**src/rtl/id_tx_pkg.sv**
```systemverilog
package id_tx_pkg;
  typedef enum logic [1:0] {
    ST_IDLE,
    ST_SYNC,
    ST_LOW,
    ST_HIGH
  } tx_state_e;
endpackage

```
**src/rtl/id_tx_sync.sv**
```systemverilog
module id_tx_sync #(
  parameter int W = 2
) (
  input  logic         clk_i,
  input  logic         rst_ni,
  input  logic [W-1:0] d_i,
  output logic [W-1:0] q_o
);
  logic [W-1:0] meta_q;

  always_ff @(posedge clk_i or negedge rst_ni) begin
    if (!rst_ni) begin
      meta_q <= '0;
      q_o    <= '0;
    end else begin
      meta_q <= d_i;
      q_o    <= meta_q;
    end
  end
endmodule

```
**src/rtl/id_tx_tick_timer.sv**
```systemverilog
module id_tx_tick_timer #(
  parameter int CNT_W = 8
) (
  input  logic             clk_i,
  input  logic             rst_ni,
  input  logic             clear_i,
  input  logic             tick_i,
  input  logic [CNT_W-1:0] limit_i,
  output logic             expire_o
);
  logic [CNT_W-1:0] cnt_q;

  assign expire_o = tick_i && !clear_i && (cnt_q == limit_i - CNT_W'(1));

  always_ff @(posedge clk_i or negedge rst_ni) begin
    if (!rst_ni)                   cnt_q <= '0;
    else if (clear_i || expire_o)  cnt_q <= '0;
    else if (tick_i)               cnt_q <= cnt_q + CNT_W'(1);
  end
endmodule

```
**src/rtl/id_tx_lane.sv**
```systemverilog
module id_tx_lane #(
  parameter int SEG_W = 14
) (
  input  logic             clk_i,
  input  logic             rst_ni,
  input  logic             load_i,
  input  logic [SEG_W-1:0] seg_i,
  input  logic             shift_i,
  output logic             bit_o
);
  logic [SEG_W-1:0] sr_q;

  always_ff @(posedge clk_i or negedge rst_ni) begin
    if (!rst_ni)      sr_q <= '0;
    else if (load_i)  sr_q <= seg_i;
    else if (shift_i) sr_q <= {sr_q[SEG_W-2:0], 1'b0};
  end

  assign bit_o = sr_q[SEG_W-1];
endmodule

```
**src/rtl/id_tx_echo.sv**
```systemverilog
module id_tx_echo
  import id_tx_pkg::*;
#(
  parameter int ID_W       = 28,
  parameter int LINES      = 2,
  parameter int SYNC_TICKS = 100,
  parameter int HALF_TICKS = 50
) (
  input  logic             clk_i,
  input  logic             rst_ni,
  input  logic             start_i,
  input  logic [ID_W-1:0]  id_i,
  input  logic             tick_i,
  input  logic [LINES-1:0] fb_i,
  output logic             sync_o,
  output logic             sclk_o,
  output logic [LINES-1:0] data_o,
  output logic             busy_o,
  output logic             done_o,
  output logic             mismatch_o
);
  localparam int SEG_W  = ID_W / LINES;
  localparam int SLOTS  = SEG_W;
  localparam int MAXT   = (SYNC_TICKS > HALF_TICKS) ? SYNC_TICKS : HALF_TICKS;
  localparam int CNT_W  = $clog2(MAXT + 1);
  localparam int SLOT_W = $clog2(SLOTS + 1);

  tx_state_e         state_q;
  logic [SLOT_W-1:0] slot_q;
  logic [LINES-1:0]  ref_q;
  logic [LINES-1:0]  fb_s;
  logic [CNT_W-1:0]  limit;
  logic              expire, load, shift;

  assign load  = (state_q == ST_IDLE) && start_i;
  assign shift = (state_q == ST_HIGH) && expire && (slot_q < SLOT_W'(SLOTS - 1));
  assign limit = (state_q == ST_SYNC) ? CNT_W'(SYNC_TICKS) : CNT_W'(HALF_TICKS);

  id_tx_sync #(.W(LINES)) u_fb_sync (
    .clk_i (clk_i),
    .rst_ni(rst_ni),
    .d_i   (fb_i),
    .q_o   (fb_s)
  );

  id_tx_tick_timer #(.CNT_W(CNT_W)) u_timer (
    .clk_i   (clk_i),
    .rst_ni  (rst_ni),
    .clear_i (state_q == ST_IDLE),
    .tick_i  (tick_i),
    .limit_i (limit),
    .expire_o(expire)
  );

  for (genvar l = 0; l < LINES; l++) begin : g_lane
    id_tx_lane #(.SEG_W(SEG_W)) u_lane (
      .clk_i  (clk_i),
      .rst_ni (rst_ni),
      .load_i (load),
      .seg_i  (id_i[ID_W-1-l*SEG_W -: SEG_W]),
      .shift_i(shift),
      .bit_o  (data_o[l])
    );
  end

  always_ff @(posedge clk_i or negedge rst_ni) begin
    if (!rst_ni) begin
      state_q    <= ST_IDLE;
      slot_q     <= '0;
      ref_q      <= '0;
      sync_o     <= 1'b0;
      sclk_o     <= 1'b0;
      busy_o     <= 1'b0;
      done_o     <= 1'b0;
      mismatch_o <= 1'b0;
    end else begin
      done_o <= 1'b0;
      unique case (state_q)
        ST_IDLE: if (start_i) begin
          state_q    <= ST_SYNC;
          sync_o     <= 1'b1;
          busy_o     <= 1'b1;
          mismatch_o <= 1'b0;
          slot_q     <= '0;
        end
        ST_SYNC: if (expire) begin
          sync_o  <= 1'b0;
          state_q <= ST_LOW;
        end
        // rise event: compare echo of previous slot, then raise clock or finish
        ST_LOW: if (expire) begin
          if (slot_q != '0 && fb_s != ref_q) mismatch_o <= 1'b1;
          ref_q <= data_o;
          if (slot_q == SLOT_W'(SLOTS)) begin
            state_q <= ST_IDLE;
            busy_o  <= 1'b0;
            done_o  <= 1'b1;
          end else begin
            sclk_o  <= 1'b1;
            state_q <= ST_HIGH;
          end
        end
        ST_HIGH: if (expire) begin
          sclk_o  <= 1'b0;
          slot_q  <= slot_q + SLOT_W'(1);
          state_q <= ST_LOW;
        end
        default: state_q <= ST_IDLE;
      endcase
    end
  end
endmodule

```
**config.mk**
```make
export PLATFORM = sky130hd
export DESIGN_NAME = id_tx_echo
export DESIGN_NICKNAME = d
export VERILOG_FILES = /design/src/rtl/id_tx_pkg.sv /design/src/rtl/id_tx_sync.sv /design/src/rtl/id_tx_tick_timer.sv /design/src/rtl/id_tx_lane.sv /design/src/rtl/id_tx_echo.sv
export SDC_FILE = /design/constraint.sdc
export NUM_CORES = 1
export LEC_CHECK = 0
export BUFFER_PORTS_ARGS = -buffer_cell sky130_fd_sc_hd__buf_2
export CORE_AREA = 3 3 98 63
export CTS_BUF_LIST = sky130_fd_sc_hd__clkbuf_4 sky130_fd_sc_hd__clkbuf_8 sky130_fd_sc_hd__clkbuf_16
export DETAILED_ROUTE_END_ITERATION = 8
export DIE_AREA = 0 0 101 66
export GPL_ROUTABILITY_DRIVEN = 1
export PLACE_DENSITY = 0.79
export SYNTH_ARGS = -nofsm -noshare
export SYNTH_HDL_FRONTEND = slang
export SYNTH_HIERARCHICAL = 1
export SYNTH_SLANG_ARGS = --single-unit
```
**constraint.sdc**
```tcl
create_clock -name clk_i -period 3.8 [get_ports clk_i]
set_input_delay 0.76 -clock clk_i [delete_from_list [all_inputs] [get_ports clk_i]]
set_output_delay 0.76 -clock clk_i [all_outputs]
set_load 0.01 [all_outputs]
```
==> results.sh <==
export IMPL_yosys_top_cell_area_share_pct=49.48
export IMPL_yosysWarnings=6
export IMPL_vdd_ir_drop_max_uv=220.5
export IMPL_post_cts_resized_instances=0
export IMPL_fin_tns_setup_ns=0
export IMPL_max_freq_mhz=296.7
export IMPL_overflow_after_grt=0
export IMPL_drt_wl_total_mm=4.947
export IMPL_dr_first_iter_drc_count=88
export IMPL_cts_path_max_buffers=2
export IMPL_drv_slew=0
export IMPL_relSlewSlack_pct=59.21
export IMPL_cts_sinks=52
export IMPL_hp_class="flop to flop"
export IMPL_worstMarginPinSlew_ns=0.6097
export IMPL_cts_buffers_inserted=5
export IMPL_synth_adder_area_share_pct=2.379
export IMPL_crit_path_buffers_inverters=2
export IMPL_cp_data_arrival_time_ns=3.54
export IMPL_place_port_buffers=40
export IMPL_rsz_0062_raised_after_global_routing="false"
export IMPL_drtPass1Iterations=4
export IMPL_worstSetupStartpointType="flop"
export IMPL_clock_skew_final_ns=0.006467
export IMPL_crit_family="simple AND/OR/NAND/NOR gates"
export IMPL_cp_common_cell="sky130_fd_sc_hd__a31oi_4"
export IMPL_synth_seq_area_share_pct=49.48
export IMPL_final_nets=335
export IMPL_outcome="complete, no violations"
export IMPL_grt_total_usage_pct=16.24
export IMPL_clock_latency_ns=0.31
export IMPL_crit_path_max_fo=21
export IMPL_synth_edf_count=0
export IMPL_grt_antenna_before_repair=0
export IMPL_crit_path_cell_trace="or2b_1 -> inv_1 -> or3_1 -> nor4_1 -> o211ai_1 -> a31oi_4 -> nand3_2 -> a31oi_4 -> buf_12 -> mux2i_1 -> o21ai_0"
export IMPL_synth_area_sq_mm=0.002630
export IMPL_clk_root_buffer_cell="sky130_fd_sc_hd__clkbuf_8"
export IMPL_hpwlAfterDp_mm=3.599
export IMPL_floorplan_rows=21
export IMPL_avgRoutedWirePerCell_um=13.52
export IMPL_number_of_global_route_vias_before_repair=1864
export IMPL_clk_pin_slew_ns=0.09
export IMPL_endpoint_kind="flop"
export IMPL_critical_path_required_ns=3.97
export IMPL_ys_seq_elements=52
export IMPL_hold_violations=0
export IMPL_grt_first_pass_wirelength_mm=8.666
export IMPL_timing_critical_path_slowest_cell_delay_ns=0.54
export IMPL_synth_async_sr_flop_share_pct=100.0
export IMPL_post_synth_mux_area_share_pct=11.13
export IMPL_ys_top_cells_by_count="sky130_fd_sc_hd__dfrtp_1, sky130_fd_sc_hd__nand2_1, sky130_fd_sc_hd__mux2i_1"
export IMPL_area_of_the_core_sq_mm=0.005413
export IMPL_ys_dominant_reg_cell="sky130_fd_sc_hd__dfrtp_1"
export IMPL_main_combinational_cell_family_by_area_after_synthesis="simple AND/OR/NAND/NOR gates"
export IMPL_synth_area_in_compound_gates_pct=10.85
export IMPL_yosysTopAreaCell="sky130_fd_sc_hd__dfrtp_1"
export IMPL_drcViolationCount=0
export IMPL_count_of_filler_cells_inserted_in_the_layout=470
export IMPL_final_layout_size_suffix_gt1_share_pct=20.20
export IMPL_deepest_level_of_the_cts_h_tree=2
export IMPL_timing_worst_setup_path_type="flop to flop"
export IMPL_cts_tree="built"
export IMPL_finish_utilization_pct=55.87
export IMPL_area_growth_synth_to_final_pct=14.99
export IMPL_dieHeight_um=66
export IMPL_die_area_sq_mm=0.006666
export IMPL_post_route_period_util_pct=88.69
export IMPL_power_per_cell_area_mw_per_mm2=434.0
export IMPL_yosys_area_share_simple_pct=14.75
export IMPL_floorplan_io_pins=41
export IMPL_drv_cap=0
export IMPL_layout_min_cycle_time_ns=3.370
export IMPL_detail_route_vias_per_cell=5.074
export IMPL_hold_bufs_inserted_after_cts=0
export IMPL_synth_xor_xnor_area_share_pct=5.994
export IMPL_critical_path_slowest_cell="sky130_fd_sc_hd__dfrtp_1"
export IMPL_post_synth_top_count_cell="sky130_fd_sc_hd__dfrtp_1"
export IMPL_ranking_of_synthesized_cells_by_area="sky130_fd_sc_hd__dfrtp_1, sky130_fd_sc_hd__mux2i_1, sky130_fd_sc_hd__nand2_1"
export IMPL_synthCells=248
export IMPL_post_cts_setup_buffers=0
export IMPL_die_x_um=101
export IMPL_start_util_pct=48.59
export IMPL_gp_routability_congestion=0.8506
export IMPL_synth_lib_cells_used_distinct=49
export IMPL_route_antenna_remaining_nets=0
export IMPL_n_antenna_cell=0
export IMPL_avg_inst_size_synth_sq_um=10.60
export IMPL_vias=1857
export IMPL_grt_max_degree=61
export IMPL_cellLeakagePower_nw=1.272
export IMPL_setup_viol=0
## path summary, 6_finish.rpt
check	startpoint	depth (start not counted)	slack, ns	to
hold / removal	u_fb_sync/meta_q[0]$_DFF_PN0_	0	0.35	u_fb_sync/q_o[0]$_DFF_PN0_
max in group asynchronous	rst_ni	2	2.66	u_timer/cnt_q[3]$_DFFE_PN0P_
min in group asynchronous	rst_ni	1	0.39	g_lane[0].u_lane/sr_q[0]$_DFFE_PN0P_
setup / recovery	state_q[1]$_DFFE_PN0P_	11	0.43	g_lane[0].u_lane/sr_q[11]$_DFFE_PN0P_
setup reg to reg	state_q[1]$_DFFE_PN0P_	11	0.43	g_lane[0].u_lane/sr_q[11]$_DFFE_PN0P_
hold reg to reg	u_fb_sync/meta_q[0]$_DFF_PN0_	0	0.35	u_fb_sync/q_o[0]$_DFF_PN0_
## layout make-up
type                    count  area, sq um  area share (%)
flip-flops and latches     52         1301           43.03
multi-input cells         186         1252           41.41
repair buffers             45        250.2           8.275
well taps                  69        86.33           2.855
clock buffers               5        68.82           2.276
clock inverters             3        42.54           1.407
inverters                   6        22.52          0.7447
## cell families (layout without fill, tap and decap cells)
group	count (synthesis)	in the layout
fa+ha+maj	5	5
other cells	2	12
compound gates	47	47
mux	29	29
xor+xnor	18	18
buf+inv	20	59
simple gates	75	75
flops	52	52
## routing by layer
metal,track usage (%),routed length [um],vias to the layer above
met3,3.688,253,4
li1,-,-,942
met2,24.02,2090,38
met5,0,0,-
met1,24.31,2567,873
met4,3.483,36,0
## per-stage QoR
step | cells | hold slack, ns | instance area, sq um | setup slack, ns | power [mW]
final | 366 | 0.3544 | 3024 | 0.4296 | 1.313
after floorplan | 258 | 0.3312 | 2668 | 0.7431 | 0.8715
after global placement | 358 | 0.3325 | 2913 | 0.6067 | 0.9401
after CTS | 366 | 0.3578 | 3024 | 0.4422 | 1.326
after global routing | 366 | 0.3683 | 3024 | 0.1707 | 1.396
after detailed placement | 358 | 0.3364 | 2913 | 0.4535 | 0.9512
## sequential cells by signal, indices dropped and copies added (netlist names)
name                cells
u_fb_sync/meta_q        2
u_timer/cnt_q           7
busy_o                  1
state_q                 2
mismatch_o              1
u_fb_sync/q_o           2
slot_q                  4
ref_q                   2
sync_o                  1
g_lane.u_lane/sr_q     28
done_o                  1
sclk_o                  1
## cell usage in the layout, fill, tap and decap left out, types with 2 or more instances in the layout
| cell | Yosys | layout |
|---|---|---|
| sky130_fd_sc_hd__dfrtp_1 | 52 | 52 |
| sky130_fd_sc_hd__buf_2 | 7 | 40 |
| sky130_fd_sc_hd__nand2_1 | 33 | 33 |
| sky130_fd_sc_hd__mux2i_1 | 27 | 27 |
| sky130_fd_sc_hd__o21ai_1 | 18 | 18 |
| sky130_fd_sc_hd__o21ai_0 | 14 | 14 |
| sky130_fd_sc_hd__conb_1 | 2 | 12 |
| sky130_fd_sc_hd__xnor2_1 | 10 | 10 |
| sky130_fd_sc_hd__xor2_1 | 8 | 8 |
| sky130_fd_sc_hd__nor3_1 | 8 | 8 |
| sky130_fd_sc_hd__nor2_1 | 7 | 7 |
| sky130_fd_sc_hd__inv_1 | 6 | 6 |
| sky130_fd_sc_hd__ha_1 | 5 | 5 |
| sky130_fd_sc_hd__clkbuf_8 | 0 | 5 |
| sky130_fd_sc_hd__nand2b_1 | 4 | 4 |
| sky130_fd_sc_hd__nand4_1 | 4 | 4 |
| sky130_fd_sc_hd__buf_4 | 1 | 4 |
| sky130_fd_sc_hd__a21oi_1 | 3 | 3 |
| sky130_fd_sc_hd__a31oi_4 | 1 | 2 |
| sky130_fd_sc_hd__nand3_1 | 2 | 2 |
| sky130_fd_sc_hd__nand3b_1 | 2 | 2 |
| sky130_fd_sc_hd__or3_1 | 2 | 2 |
| sky130_fd_sc_hd__mux2_2 | 2 | 2 |
| sky130_fd_sc_hd__nand4b_1 | 2 | 2 |
## report_power, final
| part | internal [mW] | switching [mW] | total [mW] |
|---|---|---|---|
| Clock | 0.195 | 0.179 | 0.374 |
| Sequential | 0.629 | 0.0757 | 0.705 |
| Combinational | 0.120 | 0.114 | 0.234 |
(Power assumes the default switching activity.)
